### src/rtl/cw3_pkg.sv
package cw3_pkg;
  localparam int WORD_W  = 16;
  localparam int IDX_W   = 2;
  localparam int DAT_W   = 9;
  localparam int IDX_LSB = DAT_W;
  localparam int PAD_W   = WORD_W - IDX_W - DAT_W;
  localparam int BOOT_N  = 4;

  typedef enum logic [1:0] {
    ST_IDLE  = 2'd0,
    ST_SHIFT = 2'd1,
    ST_LATCH = 2'd2
  } cw_state_e;

  function automatic logic [WORD_W-1:0] pack_word(input logic [IDX_W-1:0] idx,
                                                  input logic [DAT_W-1:0] dat);
    return {{PAD_W{1'b0}}, idx, dat};
  endfunction

  // Default settings replayed after reset, one per register number
  function automatic logic [DAT_W-1:0] boot_setting(input logic [IDX_W-1:0] idx);
    logic [DAT_W-1:0] s;
    case (idx)
      2'd0:    s = 9'h0FF;
      2'd1:    s = 9'h0FF;
      2'd2:    s = 9'h042;
      default: s = 9'h00C;
    endcase
    return s;
  endfunction
endpackage

### src/rtl/cw3_divider.sv
module cw3_divider #(
  parameter int DIV_W = 8
) (
  input  logic             clk,
  input  logic             rst_n,
  input  logic             load,
  input  logic             run,
  input  logic [DIV_W-1:0] div_cfg,
  output logic             tick
);
  logic [DIV_W-1:0] div_q;
  logic [DIV_W-1:0] cnt_q;

  always_ff @(posedge clk) begin
    if (!rst_n) begin
      div_q <= '0;
      cnt_q <= '0;
    end else begin
      if (load) div_q <= div_cfg;
      if (!run || cnt_q == div_q) cnt_q <= '0;
      else                        cnt_q <= cnt_q + 1'b1;
    end
  end

  assign tick = run && (cnt_q == div_q);
endmodule

### src/rtl/cw3_shifter.sv
module cw3_shifter
  import cw3_pkg::*;
(
  input  logic              clk,
  input  logic              rst_n,
  input  logic              start,
  input  logic [WORD_W-1:0] word,
  input  logic              tick,
  output logic              idle,
  output logic              sck,
  output logic              sdo,
  output logic              latch_n
);
  localparam int CNT_W = $clog2(WORD_W);

  cw_state_e         state_q;
  logic [WORD_W-1:0] sh_q;
  logic [CNT_W-1:0]  bit_q;
  logic              half_q;

  always_ff @(posedge clk) begin
    if (!rst_n) begin
      state_q <= ST_IDLE;
      sh_q    <= '0;
      bit_q   <= '0;
      half_q  <= 1'b0;
      sck     <= 1'b0;
      sdo     <= 1'b0;
      latch_n <= 1'b1;
    end else begin
      case (state_q)
        ST_IDLE: begin
          sck     <= 1'b0;
          latch_n <= 1'b1;
          if (start) begin
            sh_q    <= {word[WORD_W-2:0], 1'b0};
            sdo     <= word[WORD_W-1];
            bit_q   <= '0;
            half_q  <= 1'b0;
            state_q <= ST_SHIFT;
          end
        end
        ST_SHIFT: if (tick) begin
          if (!half_q) begin
            sck    <= 1'b1;
            half_q <= 1'b1;
          end else begin
            sck    <= 1'b0;
            half_q <= 1'b0;
            if (bit_q == CNT_W'(WORD_W-1)) begin
              latch_n <= 1'b0;
              state_q <= ST_LATCH;
            end else begin
              sdo   <= sh_q[WORD_W-1];
              sh_q  <= {sh_q[WORD_W-2:0], 1'b0};
              bit_q <= bit_q + 1'b1;
            end
          end
        end
        ST_LATCH: if (tick) begin
          if (!half_q) begin
            half_q <= 1'b1;
          end else begin
            half_q  <= 1'b0;
            latch_n <= 1'b1;
            state_q <= ST_IDLE;
          end
        end
        default: state_q <= ST_IDLE;
      endcase
    end
  end

  assign idle = (state_q == ST_IDLE);
endmodule

### src/rtl/cw3_boot.sv
module cw3_boot
  import cw3_pkg::*;
#(
  parameter bit BOOT_ENABLE = 1'b1
) (
  input  logic              clk,
  input  logic              rst_n,
  input  logic              idle,
  output logic              boot_valid,
  output logic [WORD_W-1:0] boot_word,
  output logic              boot_done
);
  localparam int PTR_W = $clog2(BOOT_N + 1);

  generate
    if (BOOT_ENABLE) begin : g_seq
      logic [PTR_W-1:0] ptr_q;
      logic             done_q;
      logic             more;

      assign more       = (ptr_q < PTR_W'(BOOT_N));
      assign boot_valid = !done_q && more && idle;
      assign boot_word  = pack_word(ptr_q[IDX_W-1:0], boot_setting(ptr_q[IDX_W-1:0]));
      assign boot_done  = done_q;

      always_ff @(posedge clk) begin
        if (!rst_n) begin
          ptr_q  <= '0;
          done_q <= 1'b0;
        end else begin
          if (boot_valid) ptr_q <= ptr_q + 1'b1;
          if (!more && idle) done_q <= 1'b1;
        end
      end
    end else begin : g_none
      assign boot_valid = 1'b0;
      assign boot_word  = '0;
      assign boot_done  = 1'b1;
    end
  endgenerate
endmodule

### src/rtl/cw3_writer.sv
module cw3_writer
  import cw3_pkg::*;
#(
  parameter int DIV_W       = 8,
  parameter bit BOOT_ENABLE = 1'b1
) (
  input  logic             clk,
  input  logic             rst_n,
  input  logic [DIV_W-1:0] div_cfg,
  input  logic             req_valid,
  output logic             req_ready,
  input  logic [1:0]       req_index,
  input  logic [8:0]       req_data,
  output logic             busy,
  output logic             boot_done,
  output logic             cw_sck,
  output logic             cw_sdo,
  output logic             cw_latch_n
);
  logic              idle;
  logic              tick;
  logic              boot_valid;
  logic [WORD_W-1:0] boot_word;
  logic              host_fire;
  logic              start;
  logic [WORD_W-1:0] start_word;

  cw3_boot #(.BOOT_ENABLE(BOOT_ENABLE)) i_boot (
    .clk        (clk),
    .rst_n      (rst_n),
    .idle       (idle),
    .boot_valid (boot_valid),
    .boot_word  (boot_word),
    .boot_done  (boot_done)
  );

  assign req_ready  = idle && boot_done;
  assign host_fire  = req_valid && req_ready;
  assign start      = boot_valid || host_fire;
  assign start_word = boot_valid ? boot_word : pack_word(req_index, req_data);

  cw3_divider #(.DIV_W(DIV_W)) i_div (
    .clk     (clk),
    .rst_n   (rst_n),
    .load    (idle),
    .run     (!idle),
    .div_cfg (div_cfg),
    .tick    (tick)
  );

  cw3_shifter i_shift (
    .clk     (clk),
    .rst_n   (rst_n),
    .start   (start),
    .word    (start_word),
    .tick    (tick),
    .idle    (idle),
    .sck     (cw_sck),
    .sdo     (cw_sdo),
    .latch_n (cw_latch_n)
  );

  assign busy = !idle;
endmodule

### config.mk
export PLATFORM = sky130hd
export DESIGN_NAME = cw3_writer
export DESIGN_NICKNAME = d
export VERILOG_FILES = /design/src/rtl/cw3_pkg.sv /design/src/rtl/cw3_divider.sv /design/src/rtl/cw3_shifter.sv /design/src/rtl/cw3_boot.sv /design/src/rtl/cw3_writer.sv
export SDC_FILE = /design/constraint.sdc
export NUM_CORES = 1
export LEC_CHECK = 0
export BUFFER_PORTS_ARGS = -buffer_cell sky130_fd_sc_hd__buf_2
export CORE_MARGIN = 5
export CORE_UTILIZATION = 35
export CTS_BUF_LIST = sky130_fd_sc_hd__clkbuf_4
export DETAILED_ROUTE_END_ITERATION = 10
export PLACE_DENSITY = 0.62
export SLEW_MARGIN = 20
export SYNTH_ARGS = -nofsm -noshare
export SYNTH_HDL_FRONTEND = slang
export SYNTH_SLANG_ARGS = --single-unit
### constraint.sdc
create_clock -name clk -period 2.1 [get_ports clk]
set_input_delay 0.42 -clock clk [delete_from_list [all_inputs] [get_ports clk]]
set_output_delay 0.42 -clock clk [all_outputs]
set_load 0.05 [all_outputs]
### Yosys cells after proc, flatten, opt, wreduce, memory -nomap -nowiden

Cells that the tools add are included.

| storage, ports and cells | value |
|---|---|
| bits in registers | 46 |
| bits in latches | 0 |
| RAM bits | 0 |
| memory bits (read-only) | 0 |
| bits of input ports | 22 |
| output and inout bits | 6 |
| memories kept | 0 |

| operators by class | value |
|---|---|
| add/sub/neg operators | 3 |
| $mul | 0 |
| div/mod/pow operators | 0 |
| order comparisons | 1 |
| equal/unequal tests | 14 |
| shifts and indexed selects | 0 |
| multiplexer cells | 35 |
| bitwise logic cells | 1 |
| reduce and logical (&&, ||, !) cells | 24 |

Operators by type and width:

| kind | count |
|---|---|
| $mux W16 | 4 |
| $pmux W16 S2 | 1 |
| $mux W4 | 4 |
| $pmux W8 S2 | 1 |
| $mux W1 | 12 |
| $mux W2 | 6 |
| $reduce_and A6 Y1 | 2 |
| $mux W11 | 1 |
| $ne A2 B1 Y1 const B | 5 |
| $add A8 B1 Y8 const B | 1 |
| $eq A8 B8 Y1 | 1 |
| $pmux W4 S2 | 1 |
| $logic_and A1 B1 Y1 | 6 |
| $ne A2 B2 Y1 const B | 3 |
| $pmux W1 S2 | 3 |
| $pmux W2 S3 | 1 |
| $reduce_or A2 Y1 | 3 |
| $reduce_and A5 Y1 | 1 |
| $add A4 B1 Y4 const B | 1 |
| $eq A2 B1 Y1 const B | 2 |
| $eq A2 B2 Y1 const B | 2 |
| $eq A4 B4 Y1 const B | 1 |
| $logic_not A2 Y1 | 2 |
| $reduce_bool A2 Y1 | 2 |
| 9 further kinds | 12 |

### Logic depth before layout (Yosys ltp)

| logic depth | value |
|---|---|
| word-level depth | 6 |
| gate-level depth with buffers | 9 |
| depth with buffers taken out | 7 |

### Cells and area by module

A second synthesis with hierarchy kept.

| unflattened totals | value |
|---|---|
| cells, all modules | 273 |
| area, all modules | 2701.3 um2 |

By module, submodules not included:

| module | instances | cells an instance | area each (um2) | sequential area each (um2) |
|---|---|---|---|---|
| cw3_shifter | 1 | 141 | 1363.8 | 500.5 |
| cw3_divider | 1 | 71 | 770.7 | 320.3 |
| cw3_boot | 1 | 40 | 351.6 | 80.1 |
| cw3_writer | 1 | 21 | 215.2 | 0.0 |

### Worst setup path before layout

No wires, ideal clock.

| timing path | value |
|---|---|
| kind | register -> register |
| start point | register i_shift.state_q[0] |
| end point | register i_shift.state_q[0] |
| library setup time | 0.132 ns |
| data arrival time | 2.116 ns |
| data required time | 1.968 ns |
| path slack | -0.148 ns |
| cell stages (with the launch flop) | 9 |
| cells stage by stage | dfxtp_1 > inv_1 > ha_1 > buf_2 > inv_1 > nand2_1 > or4_4 > a221oi_1 > nor3_1 |

| between the ends | value |
|---|---|
| elaborated cells between the ends (all ways) | 17 |
| classes of those cells | 8 x eq/ne; 1 x mux; 8 x reduce/logical |

RTL lines:

| item | RTL line | source |
|---|---|---|
| start: declaration | cw3_shifter.sv:16 | `cw_state_e state_q;` |
| start signal: assignment | cw3_shifter.sv:23 | `state_q <= ST_IDLE;` |
| start signal: assignment | cw3_shifter.sv:40 | `state_q <= ST_SHIFT;` |
| start signal: assignment | cw3_shifter.sv:52 | `state_q <= ST_LATCH;` |
| $logic_not A2 Y1 (*) | cw3_shifter.sv:74 | `assign idle = (state_q == ST_IDLE);` |
| $logic_not A1 Y1 (*) | - |  |
| via busy | cw3_writer.sv:14 | `output logic busy,` |
| $logic_and A1 B1 Y1 (*) | cw3_divider.sv:25 | `assign tick = run && (cnt_q == div_q);` |
| $ne A2 B2 Y1 (no line) | - |  |
| $reduce_and A6 Y1 (no line) (*) | - |  |

The timed path passes the listed nets; every way through them passes the cells marked *.
A chain may end at the register's enable or synchronous reset.

### Worst setup path in the final report

| timing path | value |
|---|---|
| start point | register i_div.cnt_q[5] |
| end point | register i_shift.state_q[0] |

| between the ends | value |
|---|---|
| word-level cells in the longest chain between the ends | 4 |
| elaborated cells between the ends (all ways) | 5 |
| classes of those cells | 3 x eq/ne; 2 x reduce/logical |

Ends and longest elaborated chain:

| item | RTL line | source |
|---|---|---|
| start: declaration | cw3_divider.sv:12 | `logic [DIV_W-1:0] cnt_q;` |
| start signal: assignment | cw3_divider.sv:21 | `else cnt_q <= cnt_q + 1'b1;` |
| $eq A8 B8 Y1 (*) | cw3_divider.sv:25 |  |
| $logic_and A1 B1 Y1 (*) | cw3_divider.sv:25 |  |
| $ne A2 B2 Y1 (no line) | - |  |
| $reduce_and A6 Y1 (no line) (*) | - |  |

Mark *: on every way between the ends. The rest lies on a longest branch, timed or not.

==> key figures <==
Placed design
  • Routability Congestion: between 0.7 and 0.8
  • PortBufs: 27
  • Post-placement cell area: ~2600 um^2
  • Pre-CTS setup slack: approximately 0.040 ns
  • Final HPWL DP: roughly 4000 um

Route
  • Wire per inst: about 14 um
  • Number of vias per cell: between 5 and 6
  • WL final: ~5300 um
  • DRC viols: 0
  • Initial DRC count: 97
  • Routed vias: around 2000
  • Detailed Routing Iterations Pass 1: 4
  • Final ANT Viol Nets: 0

Timing
  • Fin. Hold Viols: 0
  • RSZ-0062 raised after global routing: no
  • Fin. max-slew vios: 0
  • Clock skew: between 0.02 and 0.025 ns
  • Rel. slew slack: 0.6636
  • Maximum clock rate: between 400 and 500 MHz
  • Pin slew with the least headroom to its limit: 0.4976 ns
  • Period utilization: 0.9734
  • PnR worst setup slack: about 0.056 ns
  • Min Tclk post-route: about 2 ns
  • # setup viols final: 0
  • Setup TNS: 0 ns
  • Hold slack final: 0.2843 ns

Global route
  • Initial antenna violation count: 0
  • First-pass GRT wire length: between 9000 and 10000 um
  • Most used routing layer: met2
  • Gr ovfl total: 0
  • Met1 Resource Use GR: 0.1757
  • Grt met3 use: 0.03333
  • Largest net degree at the start of global routing: 32
  • Total GRT Usage: 0.1344
  • Met2 Resource Use GR: 0.2215
  • Vias in the first global route: about 2000

Worst setup path
  • Crit-path most repeated cell: or4_4
  • Reg2reg end: i_shift.state_q[0]$_SDFFE_PN0P_
  • CP Launch Type: flop
  • Worst path bufs/invs: 0
  • Crit path max-delay family: simple AND/OR/NAND/NOR gates
  • Worst reg2reg path depth: 5
  • Critical Path RT: around 2.4 ns
  • R2r setup slk: 0.06 ns
  • Critical path class: flop to flop
  • Max FO, Critical Path: 4
  • Crit. End Element: flop
  • WP data arrival: between 2 and 2.5 ns
  • Worst r2r src: i_div.cnt_q[5]$_SDFF_PP0_
  • Crit-path cells: xor2_1 > or4_4 > or4_4 > a221oi_2 > nor3_1
  • Slowest-stage cell, CP: or4_4
  • Crit-path max cell delay: between 0.5 and 0.6 ns

Yosys
  • Post-synthesis sequential area ratio: 0.3939
  • Ys flop type: dfxtp_1
  • Syn nets: between 200 and 300
  • Synth top area share: 0.3939
  • Commonest cells post-synth: dfxtp_1, nor2_1, nand3_1, a21oi_1
  • Syn_area_per_cell: 8.664 um^2
  • FFs w/ async S/R, synth: 0
  • Mapped cell area: around 2300 um^2
  • Cells after Synth: roughly 260
  • Synth cell types: 47
  • Post-synth EDFFs: 0
  • Yosys warning total: 0
  • Count leader, synth: dfxtp_1
  • Top cells by area, synth: dfxtp_1, ha_1, nand3_1, mux2i_1, nor2_1
  • Leading area contributor after synthesis: dfxtp_1
  • #FFs+latches synth: 45

CTS
  • CTS Buffer Depth: 2
  • CTS tree: done
  • Clk sink count: between 40 and 50
  • Later-pin clock latency in the skew report: roughly 0.36 ns
  • Root buffer cell: clkbuf_4
  • Post CTS Setup Buffer Count: 0
  • H-tree depth: 2
  • Hold bufs inserted after CTS: 0
  • Worst-path clk slew: about 0.14 ns
  • CTS Buf Count: 5

Die
  • Die Wd: 90.84 um
  • Die ar.: a little over 8000 um^2
  • Row Count: 29
  • # IOs: 28
  • Die Span Y: about 91 um
  • Initial Util: 0.3602
  • Core box area: roughly 6300 um^2

Power
  • Pwr per Cell Area: between 1000 and 1500 nW/um^2
  • Worst vdd ir: around 0.45 mV
  • Leakage: 1.159 nW

Min path
  • Hold path start: div_cfg[4]
  • Worst Hold End: i_div.div_q[4]$_SDFFE_PN0N_
  • Worst hold path stage count: 3
  • Hold Path Class: primary input to flop

Cells and area
  • N_diodes: 0
  • Fillers: roughly 630
  • Nets: roughly 340
  • Layout cells sized above 1: 0.2475
  • Area delta synth->final: 18.87%
  • Design Area, Final: ~2700 um^2

Flow run
  • Maximum Capacitance Violations: 0

Run status
  • Status: finished, final reports clean
==> cells by family (layout without fill, tap and decap cells) <==
family	Yosys count	count (layout)	synth area share
fa+ha+maj	11	11	0.06017
xor+xnor	15	15	0.06073
compound gates	55	55	0.1565
flops	45	45	0.3939
buf+inv	24	63	0.04048
mux	13	13	0.05744
simple gates	101	101	0.2309
==> flip-flops by register name (all words and copies together), names as in the netlist <==
name and flops:
i_boot.boot_done 1, i_boot.g_seq.ptr_q 3, i_div.cnt_q 8, i_div.div_q 8
i_shift.bit_q 4, i_shift.half_q 1, i_shift.latch_n 1, i_shift.sck 1
i_shift.sdo 1, i_shift.sh_q 15, i_shift.state_q 2
==> where the power goes <==
part / internal, mW / switching (mW) / total [mW]
Clock: 0.267 / 0.279 / 0.546
Sequential: 1.01 / 0.114 / 1.12
Combinational: 0.556 / 0.709 / 1.26
Total: 1.83 / 1.10 / 2.93
==> per-layer routing <==
layer	vias to the layer above	wire (um)
li1	1018	-
met1	949	2512
met2	29	2546
met3	2	204
met4	0	23
met5	-	0
==> cell usage in the layout, fill, tap and decap left out, types with 3 or more instances in the layout <==
cell,synthesis,routed
buf_4,0,21
xor2_1,12,12
clkbuf_4,0,6
a21oi_1,21,21
nor3_1,11,11
nor2_1,30,30
dfxtp_1,45,42
or4_4,3,3
nand3_1,26,26
inv_1,8,5
o211a_1,4,4
o21ai_0,8,8
a211oi_1,6,6
nand2_1,12,12
mux2i_1,12,12
dfxtp_2,0,3
a221o_1,3,3
ha_1,11,10
buf_2,2,26
==> metrics by stage <==
stage / util / power [mW] / instances
after floorplan: - / 2.058 / 264
after global placement: 0.4134 / 2.401 / 372
after detailed placement: 0.4134 / 2.409 / 372
after CTS: 0.4266 / 2.969 / 380
after global routing: 0.4282 / 3.184 / 380
final: 0.4282 / 2.934 / 380
==> worst max-delay path by stage <==
stage                     cells past startpoint                         endpoint                             from  slack (ns)
final                                         5  i_shift.state_q[0]$_SDFFE_PN0P_        i_div.cnt_q[5]$_SDFF_PP0_        0.06
after global routing                          8    i_shift.sh_q[10]$_SDFFE_PN0P_  i_shift.state_q[1]$_SDFFE_PN0P_       0.004
after CTS                                     5  i_shift.state_q[0]$_SDFFE_PN0P_      i_div.div_q[1]$_SDFFE_PN0N_        0.01
after detailed placement                      5  i_shift.state_q[0]$_SDFFE_PN0P_        i_div.cnt_q[5]$_SDFF_PP0_        0.04
after global placement                        5  i_shift.state_q[0]$_SDFFE_PN0P_      i_div.div_q[1]$_SDFFE_PN0N_        0.05
after floorplan                               9     i_shift.sh_q[6]$_SDFFE_PN0P_  i_shift.state_q[1]$_SDFFE_PN0P_        0.02
==> cell type report <==
class	instances	area [um^2]	share of cell area
Timing Repair Buffer	47	287.8	0.1058
Inverter	8	33.78	0.01243
Clock inverter	2	38.79	0.01427
Clock buffer	6	45.04	0.01657
Sequential cell	45	904.6	0.3327
Multi-Input combinational cell	195	1313	0.4827
Tap cell	77	96.34	0.03543
==> worst reg2reg max path, delay by kind of cell (launching register included) <==
kind                      cells  cell delay (ns)
DFF                           1             0.37
AOI/OAI and AO/OA             1             0.22
xor gates and xnor gates      1             0.16
and+or+nand+nor               3             1.21
==> what timing repair did <==
item,4_1_cts,5_1_grt
endpoints found under the hold margin,0,0
setup endpoints to repair,0,2
resized for setup,0,4
(Power assumes the default switching activity.)
